`src/rtl/blw_pkg.sv`:
```
package blw_pkg;

  typedef enum logic [0:0] {
    ST_IDLE  = 1'b0,
    ST_BURST = 1'b1
  } blw_state_e;

endpackage

```
`src/rtl/blw_lane_packer.sv`:
```
module blw_lane_packer #(
  parameter int LANES      = 4,
  parameter int LANE_W     = 16,
  parameter int SAMPLE_W   = 14,
  parameter int SAMPLE_LSB = 1,
  localparam int DATA_W    = LANES * LANE_W
) (
  input  logic [DATA_W-1:0] raw,
  output logic [DATA_W-1:0] packed_word
);

  localparam logic [LANE_W-1:0] LANE_KEEP =
    LANE_W'(((64'd1 << SAMPLE_W) - 64'd1) << SAMPLE_LSB);

  for (genvar g = 0; g < LANES; g++) begin : g_lane
    assign packed_word[g*LANE_W +: LANE_W] = raw[g*LANE_W +: LANE_W] & LANE_KEEP;
  end

endmodule

```
`src/rtl/blw_burst_counter.sv`:
```
module blw_burst_counter #(
  parameter int ADDR_W = 10,
  parameter int LEN_W  = 10
) (
  input  logic              clk,
  input  logic              rst_n,
  input  logic              sw_rst,
  input  logic              start_ok,
  input  logic              word_ok,
  input  logic [ADDR_W-1:0] start_addr,
  input  logic [LEN_W-1:0]  burst_len,
  output logic [ADDR_W-1:0] wr_addr,
  output logic              last_word
);

  localparam logic [ADDR_W-1:0] ADDR_ONE = ADDR_W'(1);
  localparam logic [LEN_W-1:0]  CNT_ONE  = LEN_W'(1);

  logic [ADDR_W-1:0] nxt_addr_q, nxt_addr_d;
  logic [LEN_W-1:0]  cnt_q, cnt_d;
  logic [LEN_W-1:0]  len_q, len_d;
  logic              cnt_en;

  assign wr_addr   = start_ok ? start_addr : nxt_addr_q;
  assign last_word = (cnt_q + CNT_ONE) == len_q;
  assign cnt_en    = sw_rst | start_ok | word_ok;

  always_comb begin
    nxt_addr_d = nxt_addr_q;
    cnt_d      = cnt_q;
    len_d      = len_q;
    if (sw_rst) begin
      nxt_addr_d = start_addr;
      cnt_d      = '0;
    end else if (start_ok) begin
      nxt_addr_d = start_addr + ADDR_ONE;
      cnt_d      = CNT_ONE;
      len_d      = burst_len;
    end else if (word_ok) begin
      nxt_addr_d = nxt_addr_q + ADDR_ONE;
      cnt_d      = cnt_q + CNT_ONE;
    end
  end

  always_ff @(posedge clk or negedge rst_n) begin
    if (!rst_n) begin
      nxt_addr_q <= '0;
      cnt_q      <= '0;
      len_q      <= '0;
    end else if (cnt_en) begin
      nxt_addr_q <= nxt_addr_d;
      cnt_q      <= cnt_d;
      len_q      <= len_d;
    end
  end

  AST_CNT_WITHIN_LEN: assert property (@(posedge clk) disable iff (!rst_n)
    cnt_q <= len_q) else $error("word count passed burst length");

  AST_WORD_STEPS_ADDR: assert property (@(posedge clk) disable iff (!rst_n)
    (word_ok && !start_ok && !sw_rst) |=> (nxt_addr_q == $past(nxt_addr_q) + ADDR_ONE))
    else $error("address did not advance");

endmodule

```
`src/rtl/blw_burst_fsm.sv`:
```
module blw_burst_fsm
  import blw_pkg::*;
(
  input  logic clk,
  input  logic rst_n,
  input  logic sw_rst,
  input  logic data_wr,
  input  logic start_req,
  input  logic len_zero,
  input  logic len_one,
  input  logic last_word,
  output logic start_ok,
  output logic word_ok,
  output logic hold_en,
  output logic busy
);

  blw_state_e state_q, state_d;

  assign start_ok = (state_q == ST_IDLE) & start_req & ~len_zero & ~sw_rst;
  assign word_ok  = (state_q == ST_BURST) & data_wr & ~sw_rst;
  assign hold_en  = (state_q == ST_IDLE) & data_wr & ~start_req & ~sw_rst;
  assign busy     = (state_q == ST_BURST);

  always_comb begin
    state_d = state_q;
    if (sw_rst) begin
      state_d = ST_IDLE;
    end else begin
      case (state_q)
        ST_IDLE:  if (start_ok && !len_one) state_d = ST_BURST;
        ST_BURST: if (word_ok && last_word) state_d = ST_IDLE;
        default:  state_d = ST_IDLE;
      endcase
    end
  end

  always_ff @(posedge clk or negedge rst_n) begin
    if (!rst_n) state_q <= ST_IDLE;
    else        state_q <= state_d;
  end

  AST_NO_START_WHEN_BUSY: assert property (@(posedge clk) disable iff (!rst_n)
    busy |-> !start_ok) else $error("start accepted while busy");

  AST_SWRST_TO_IDLE: assert property (@(posedge clk) disable iff (!rst_n)
    sw_rst |=> !busy) else $error("software reset left burst open");

endmodule

```
`src/rtl/burst_ram_loader.sv`:
```
module burst_ram_loader #(
  parameter int ADDR_W     = 10,
  parameter int LEN_W      = 10,
  parameter int LANES      = 4,
  parameter int LANE_W     = 16,
  parameter int SAMPLE_W   = 14,
  parameter int SAMPLE_LSB = 1,
  localparam int DATA_W    = LANES * LANE_W
) (
  input  logic              clk,
  input  logic              rst_n,
  input  logic              sw_rst,
  input  logic              data_wr,
  input  logic [DATA_W-1:0] data_in,
  input  logic              ctrl_wr,
  input  logic              ctrl_start,
  input  logic [LEN_W-1:0]  burst_len,
  input  logic [ADDR_W-1:0] start_addr,
  output logic              ram_we,
  output logic [ADDR_W-1:0] ram_addr,
  output logic [DATA_W-1:0] ram_wdata,
  output logic              busy
);

  localparam logic [LANE_W-1:0] LANE_PAD =
    ~LANE_W'(((64'd1 << SAMPLE_W) - 64'd1) << SAMPLE_LSB);
  localparam logic [DATA_W-1:0] PAD_MASK = {LANES{LANE_PAD}};

  logic              start_req, len_zero, len_one;
  logic              start_ok, word_ok, hold_en, last_word;
  logic [ADDR_W-1:0] wr_addr;
  logic [DATA_W-1:0] hold_q;
  logic [DATA_W-1:0] src_word, packed_word;
  logic              we_d, we_q;
  logic [ADDR_W-1:0] addr_q;
  logic [DATA_W-1:0] wdata_q;

  assign start_req = ctrl_wr & ctrl_start;
  assign len_zero  = (burst_len == '0);
  assign len_one   = (burst_len == LEN_W'(1));

  blw_burst_fsm u_fsm (
    .clk       (clk),
    .rst_n     (rst_n),
    .sw_rst    (sw_rst),
    .data_wr   (data_wr),
    .start_req (start_req),
    .len_zero  (len_zero),
    .len_one   (len_one),
    .last_word (last_word),
    .start_ok  (start_ok),
    .word_ok   (word_ok),
    .hold_en   (hold_en),
    .busy      (busy)
  );

  blw_burst_counter #(
    .ADDR_W (ADDR_W),
    .LEN_W  (LEN_W)
  ) u_cnt (
    .clk        (clk),
    .rst_n      (rst_n),
    .sw_rst     (sw_rst),
    .start_ok   (start_ok),
    .word_ok    (word_ok),
    .start_addr (start_addr),
    .burst_len  (burst_len),
    .wr_addr    (wr_addr),
    .last_word  (last_word)
  );

  always_ff @(posedge clk or negedge rst_n) begin
    if (!rst_n)       hold_q <= '0;
    else if (hold_en) hold_q <= data_in;
  end

  assign src_word = start_ok ? hold_q : data_in;

  blw_lane_packer #(
    .LANES      (LANES),
    .LANE_W     (LANE_W),
    .SAMPLE_W   (SAMPLE_W),
    .SAMPLE_LSB (SAMPLE_LSB)
  ) u_pack (
    .raw         (src_word),
    .packed_word (packed_word)
  );

  assign we_d = start_ok | word_ok;

  always_ff @(posedge clk or negedge rst_n) begin
    if (!rst_n) we_q <= 1'b0;
    else        we_q <= we_d;
  end

  always_ff @(posedge clk or negedge rst_n) begin
    if (!rst_n) begin
      addr_q  <= '0;
      wdata_q <= '0;
    end else if (we_d) begin
      addr_q  <= wr_addr;
      wdata_q <= packed_word;
    end
  end

  assign ram_we    = we_q;
  assign ram_addr  = addr_q;
  assign ram_wdata = wdata_q;

  AST_IDLE_SILENT: assert property (@(posedge clk) disable iff (!rst_n)
    (!busy && !ctrl_wr) |=> !ram_we) else $error("write while idle");

  AST_START_AT_BASE: assert property (@(posedge clk) disable iff (!rst_n)
    (!busy && ctrl_wr && ctrl_start && !len_zero && !sw_rst)
      |=> (ram_we && ram_addr == $past(start_addr)))
    else $error("start did not commit at base");

  AST_ZERO_LEN_IGNORED: assert property (@(posedge clk) disable iff (!rst_n)
    (!busy && ctrl_wr && len_zero) |=> (!ram_we && !busy))
    else $error("zero-length start acted");

  AST_BURST_WORD_LANDS: assert property (@(posedge clk) disable iff (!rst_n)
    (busy && data_wr && !sw_rst) |=> ram_we)
    else $error("burst word lost");

  AST_SWRST_NO_WRITE: assert property (@(posedge clk) disable iff (!rst_n)
    sw_rst |=> !ram_we) else $error("write after abort");

  AST_PAD_ZERO: assert property (@(posedge clk) disable iff (!rst_n)
    (ram_wdata & PAD_MASK) == '0) else $error("lane padding set");

endmodule

```
`config.mk`:
```
export PLATFORM = sky130hd
export DESIGN_NAME = burst_ram_loader
export DESIGN_NICKNAME = d
export VERILOG_FILES = /design/src/rtl/blw_pkg.sv /design/src/rtl/blw_lane_packer.sv /design/src/rtl/blw_burst_counter.sv /design/src/rtl/blw_burst_fsm.sv /design/src/rtl/burst_ram_loader.sv
export SDC_FILE = /design/constraint.sdc
export NUM_CORES = 1
export LEC_CHECK = 0
export BUFFER_PORTS_ARGS = -buffer_cell sky130_fd_sc_hd__clkbuf_2
export CORE_MARGIN = 8
export CORE_UTILIZATION = 28
export CTS_CLUSTER_SIZE = 40
export DETAILED_ROUTE_END_ITERATION = 6
export PLACE_DENSITY = 0.56
export SYNTH_ARGS = -nofsm -noshare
export SYNTH_HDL_FRONTEND = slang
export SYNTH_HIERARCHICAL = 1
export SYNTH_SLANG_ARGS = --single-unit
export TNS_END_PERCENT = 5
```
`constraint.sdc`:
```
create_clock -name clk -period 4.1 [get_ports clk]
set_input_delay 0.82 -clock clk [delete_from_list [all_inputs] [get_ports clk]]
set_output_delay 0.82 -clock clk [all_outputs]
set_load 0.01 [all_outputs]
```
==> reports/results.txt, run 1 <==
status = finished, final reports clean
Worst R2R Path Depth = 7
critical-path cell list = clkbuf_2 > or4_1 > nor4_1 > buf_4 > nor4b_4 > buf_4 > nand4b_1 > a22oi_1 > nand4_1 > xor2_1 > o221ai_1
total gr overflow = 0
sum of negative setup slack = 0 ns
RSZ-0062 raised after global routing = no
TritonCTS clock tree = done
Setup Fix Bufs, Post-CTS = 0
Post-Syn Area = 0.008352 mm^2
clock-pin slew on the worst setup and hold paths = 0.07 ns
Die ar. = 0.03561 mm^2
largest net degree at the start of global routing = 91
Worst Path Class, Setup = in -> reg
core area = 0.02948 mm^2
DRC errors left = 0
min cycle time layout = 3.214 ns
nets = 833
Placer Congestion = 0.7774
Clock Latency Late Sink = 0.44 ns
CP Launch Type = primary input
Layout area overhead = 17.17%
Post-Synthesis Cells = 637
Placed Cells = 1112
relative max-transition margin = 39.25%
clk sink count = 162
DP Area = 0.009183 mm^2
Die Wd = 188.7 um
pwr/cell area = 501.8 mW/mm^2
Slew Limit Fails = 0
total track usage = 11.12%
post-cts resize count = 0
WHS = 0.4447 ns
Tcrit/Tclk final = 78.39%
router iterations before antenna repair = 4
top achievable clock speed = 311.2 MHz
fraction of layout cells with a size suffix above 1 = 55.38%
Num CTS Buffers = 17
initial core utilization = 28.33%
# rows = 63
Final Cell Area = 0.009786 mm^2
Final Skew = 0.006917 ns
Routed Antenna Nets = 0
final setup violation count = 0
height of the die = 188.7 um
Worst path max stage delay = 0.63 ns
MaxCap Viol Count = 0
critical path fanouts, max = 25
hpwl dp = 13.06 mm
H-tree Lvls = 4
Arr. time, crit path = 3.52 ns
Post-Layout Cell Count = 1144
Req. time, crit path = 4.41 ns
vias in the first global route = 5537
antenna violations before repair = 2
worst hold-check path type = in -> async
Final Hold Viols = 0
Critical-path top delay cell = or4_1
fill count = 2974
Syn. warnings = 6
Avg Vias per Cell = 4.443
CP Capture Type = flip-flop
actual slew at the worst max-slew pin = 0.9112 ns
WL/cell = 16.79 um
leakage = 0.004293 uW
first-pass GRT wire length = 31.06 mm
CP dominant cell by count = buf_4
Max clock buf depth = 2
root buf cell = clkbuf_16
number of top-level pins = 166
PortBufs = 157
DRT iter0 DRCs = 243
WL final = 19.21 mm
VDD IR max = 0.0002626 V
CTS Hold Bufs = 0
Mapped Avg Cell Area = 13.11 um^2
via count = 5083
==> path summary, 6_finish.rpt <==
| path | to | startpoint | slack, ns |
|---|---|---|---|
| max in group asynchronous | hold_q[23]$_DFFE_PN0P_ | rst_n | 2.77 |
| setup reg to reg | u_cnt/nxt_addr_q[8]$_DFFE_PN0P_ | u_fsm/busy$_DFF_PN0_ | 1.52 |
| hold / removal | ram_addr[1]$_DFFE_PN0P_ | rst_n | 0.44 |
| min in group clk | hold_q[4]$_DFFE_PN0P_ | hold_q[4]$_DFFE_PN0P_ | 0.50 |
| hold reg to reg | hold_q[4]$_DFFE_PN0P_ | hold_q[4]$_DFFE_PN0P_ | 0.50 |
| setup / recovery | u_cnt/nxt_addr_q[9]$_DFFE_PN0P_ | burst_len[3] | 0.89 |
==> area by class of cell <==
| cell class | instances | area [um^2] | share of cell area [%] |
|---|---|---|---|
| sequential | 162 | 4054 | 41.43 |
| multi-input combinational | 378 | 3645 | 37.25 |
| timing repair buffer | 173 | 962.2 | 9.832 |
| tap | 390 | 488.0 | 4.987 |
| clock buffer | 19 | 442.9 | 4.526 |
| clock inverter | 12 | 157.7 | 1.611 |
| inverter | 9 | 33.78 | 0.3452 |
| antenna | 1 | 2.502 | 0.02557 |
==> per-stage QoR <==
stage          worst slack, ns  utilization [%]  total power, uW
2_1_floorplan           0.1765                -             2893
3_3_place_gp            0.4460            31.15             3261
3_5_place_dp            0.3946            31.15             3287
4_1_cts                 0.9071            33.18             5018
5_1_grt                 0.6613            33.19             5191
6_report                0.8862            33.19             4910
==> routing by layer <==
layer | share of wire (%) | GRT usage, % | vias to the layer above
met3 | 7.6 | 5.009 | 16
met4 | 1.2 | 3.818 | 2
met5 | 0.068 | 0 | -
met2 | 48 | 17.58 | 105
li1 | - | - | 2397
met1 | 44 | 13.21 | 2563
==> flip-flops by register name (all words and copies together), names as in the netlist <==
register / flops
ram_addr: 10
u_fsm/busy: 1
u_cnt/cnt_q: 10
hold_q: 56
u_cnt/nxt_addr_q: 10
ram_wdata: 64
u_cnt/len_q: 10
ram_we: 1
==> placed cells by master (no fill, tap or decap), drive strengths merged, types with 2 or more instances in the layout <==
master,count
mux2,205
or4,3
o21bai,2
a311oi,3
conb,8
ha,2
nand4,5
buf,17
clkinv,6
dfrtp,162
mux2i,8
o21ai,12
nand2,26
inv,9
nor2,17
nand3,9
a21boi,2
a211oi,2
xor2,11
nor4,2
a22oi,2
o221ai,2
nor3,6
clkinvlp,3
clkbuf,175
bufinv,3
nand4b,2
o22ai,2
or3,3
nor4b,3
xnor2,16
a21oi,6
and3,2
o211ai,2
==> critical path: cells and delay by family <==
kind | cells | cell delay, ns
compound gates | 2 | 0.59
xor+xnor | 1 | 0.18
buf+inv | 3 | 0.50
simple gates | 5 | 1.41
==> power breakdown <==
group | internal (uW) | switching [uW] | total, uW
Clock | 974 | 706 | 1680
Sequential | 1950 | 207 | 2160
Combinational | 614 | 456 | 1070
Total | 3540 | 1370 | 4910
Note: power is estimated with default switching activity, not from simulation.
==> run 2: changes to the inputs <==
==> constraint.sdc (replaced) <==
create_clock -name clk -period 3 [get_ports clk]
set_input_delay 0.6 -clock clk [delete_from_list [all_inputs] [get_ports clk]]
set_output_delay 0.6 -clock clk [all_outputs]
set_load 0.01 [all_outputs]
==> run 2 against run 1 <==
  * Clock skew rose by 0.00081 ns
  * Design area grew 3.0%
  * Hold slack worse by 0.26 ns
  * Critical path type unchanged
  * First-iteration DRC count is 5.3% lower
  * Sequential power rose by 36%
  * Worst setup slack got worse by 0.68 ns
  * Sequential share of layout area decreased by 1.2 points
  * Clock-buffer cell count down 2
  * Critical path depth down 4
  * Register-to-register slack worse by 1.2 ns
  * Die area did not move
  * Utilization up 1.0 points
  * Critical endpoint is now ram_wdata[44]$_DFFE_PN0P_
==> reports/results.txt, run 2 (same netlist as run 1, synthesis figures left out) <==
status = finished, final reports clean
vias in the first global route = 5624 (+1.6%)
# rows = 63 (unchanged)
DP Worst Slack = -0.2829 ns (-0.6775 ns)
router iterations before antenna repair = 4 (unchanged)
Worst Path Class, Setup = in -> reg
Die Wd = 188.7 um (unchanged)
core area = 0.02948 mm^2 (unchanged)
total area of sequential cells = 0.004054 mm^2 (unchanged)
actual slew at the worst max-slew pin = 0.8787 ns (-0.03245 ns)
FF-to-FF setup slack = 0.31 ns (-1.21 ns)
PortBufs = 157 (unchanged)
fraction of layout cells with a size suffix above 1 = 58.04% (+2.7 points)
total gr overflow = 0 (unchanged)
R2R Path Start = u_fsm/busy$_DFF_PN0_
DRC errors left = 0 (unchanged)
total track usage = 11.03% (-0.087 points)
DRT iter0 DRCs = 230 (-5.3%)
Final Hold Viols = 0 (unchanged)
cell family with most CP delay = simple AND/OR/NAND/NOR gates
Req. time, crit path = 3.31 ns (-1.10 ns)
sum of negative setup slack = 0 ns (unchanged)
antenna violations before repair = 1 (-1)
Multi-input gate area = 0.003707 mm^2 (+1.7%)
Setup Fix Bufs, Post-CTS = 0 (unchanged)
TritonCTS clock tree = done
clock-pin slew on the worst setup and hold paths = 0.06 ns (about the same)
CTS Hold Bufs = 0 (unchanged)
critical path fanouts, max = 40 (+60%)
Clock Latency Late Sink = 0.43 ns (about the same)
final setup violation count = 0 (unchanged)
critical-path cell list = clkbuf_2 > or4_1 > nor4_4 > nor4b_4 > buf_4 > mux2_2 > mux2_4
H-tree Lvls = 4 (unchanged)
post-cts resize count = 0 (unchanged)
Final Skew = 0.007723 ns (+0.0008067 ns)
RSZ-0062 raised after global routing = no
Worst R2R Path Depth = 4 (-3)
CP Capture Type = flip-flop
Layout area overhead = 20.69%
Slew Limit Fails = 0 (unchanged)
WL final = 19.45 mm (+1.2%)
first-pass GRT wire length = 31.15 mm (+0.29%)
WL/cell = 16.57 um (-1.3%)
MaxCap Viol Count = 0 (unchanged)
clk sink count = 162 (unchanged)
Critical-path top delay cell = nor4b_4
height of the die = 188.7 um (unchanged)
Placer Congestion = 0.7878 (+1.3%)
most frequent cells in the layout = dfrtp_1, clkbuf_2, mux2_2
root buf cell = clkbuf_16
Worst Slack Setup Final = 0.2072 ns (-0.6790 ns)
relative max-transition margin = 41.17% (+1.9 points)
Avg Vias per Cell = 4.429 (-0.31%)
Buf/Inv on CP = 2 (-1)
fill count = 2941 (-1.1%)
Arr. time, crit path = 3.10 ns (-0.42 ns)
Tcrit/Tclk final = 93.09%
cell depth of the worst setup path = 7 (-4)
largest net degree at the start of global routing = 68 (-25%)
most common cell after layout, fill and taps aside = dfrtp_1
min cycle time layout = 2.793 ns
Die ar. = 0.03561 mm^2 (unchanged)
CP Launch Type = primary input
max reg flops = 64 (unchanged)
Max clock buf depth = 2 (unchanged)
Num CTS Buffers = 17 (unchanged)
VDD IR max = 0.0002905 V (+11%)
worst hold-check path type = in -> async
diode count = 0 (-1)
nets = 863 (+3.6%)
Worst path max stage delay = 0.74 ns (+0.11 ns)
via count = 5200 (+2.3%)
number of top-level pins = 166 (unchanged)
hpwl dp = 13.45 mm (+3.0%)
leakage = 0.004452 uW (+3.7%)
pwr/cell area = 659.8 mW/mm^2 (+31%)
Routed Antenna Nets = 0 (unchanged)
top achievable clock speed = 358.1 MHz
FF-to-FF End = ram_wdata[44]$_DFFE_PN0P_
initial core utilization = 28.33% (unchanged)
run 2: area by class of cell:
| cell class | instances | share of cell area (%) |
|---|---|---|
| tap | 390 | 4.841 |
| clock inverter | 15 | 1.452 |
| clock buffer | 17 | 4.220 |
| inverter | 9 | 0.3352 |
| multi-input combinational | 378 | 36.78 |
| timing repair buffer | 203 | 12.15 |
| sequential | 162 | 40.22 |
run 2: worst reg2reg max path, cell delays in order (launching register included):
cell and delay (ns):
dfrtp_1 0.41, nor4b_4 0.80, buf_4 0.65, mux2_2 0.45, mux2_4 0.26
run 2: metrics by stage:
stage	util [%]	power (uW)	std cells	instance area [um^2]	hold WS, ns
5_1_grt	34.19	7028	1174	10080	0.2166
4_1_cts	34.19	6796	1174	10080	0.1881
3_5_place_dp	32.25	4541	1142	9508	0.4899
2_1_floorplan	-	3970	644	8457	0.3044
3_3_place_gp	32.25	4503	1142	9508	0.4831
6_report	34.19	6650	1174	10080	0.1797
run 2: worst max path at each step:
stage	from	end
3_5_place_dp	burst_len[6]	ram_wdata[23]$_DFFE_PN0P_
5_1_grt	burst_len[7]	u_cnt/nxt_addr_q[9]$_DFFE_PN0P_
2_1_floorplan	burst_len[4]	u_cnt/nxt_addr_q[8]$_DFFE_PN0P_
4_1_cts	burst_len[6]	ram_wdata[43]$_DFFE_PN0P_
3_3_place_gp	burst_len[6]	ram_wdata[23]$_DFFE_PN0P_
6_report	burst_len[6]	ram_wdata[44]$_DFFE_PN0P_
run 2: routing by layer:
metal  GRT usage, %  share of wire (%)
met5              0              0.051
met4          4.209                1.7
met3          3.993                6.3
met2          17.63                 47
met1          13.40                 45
run 2: where the power goes:
part	total, uW	switching (uW)	internal [uW]
combinational	1520	650	875
sequential	2940	276	2670
clock	2180	1020	1170
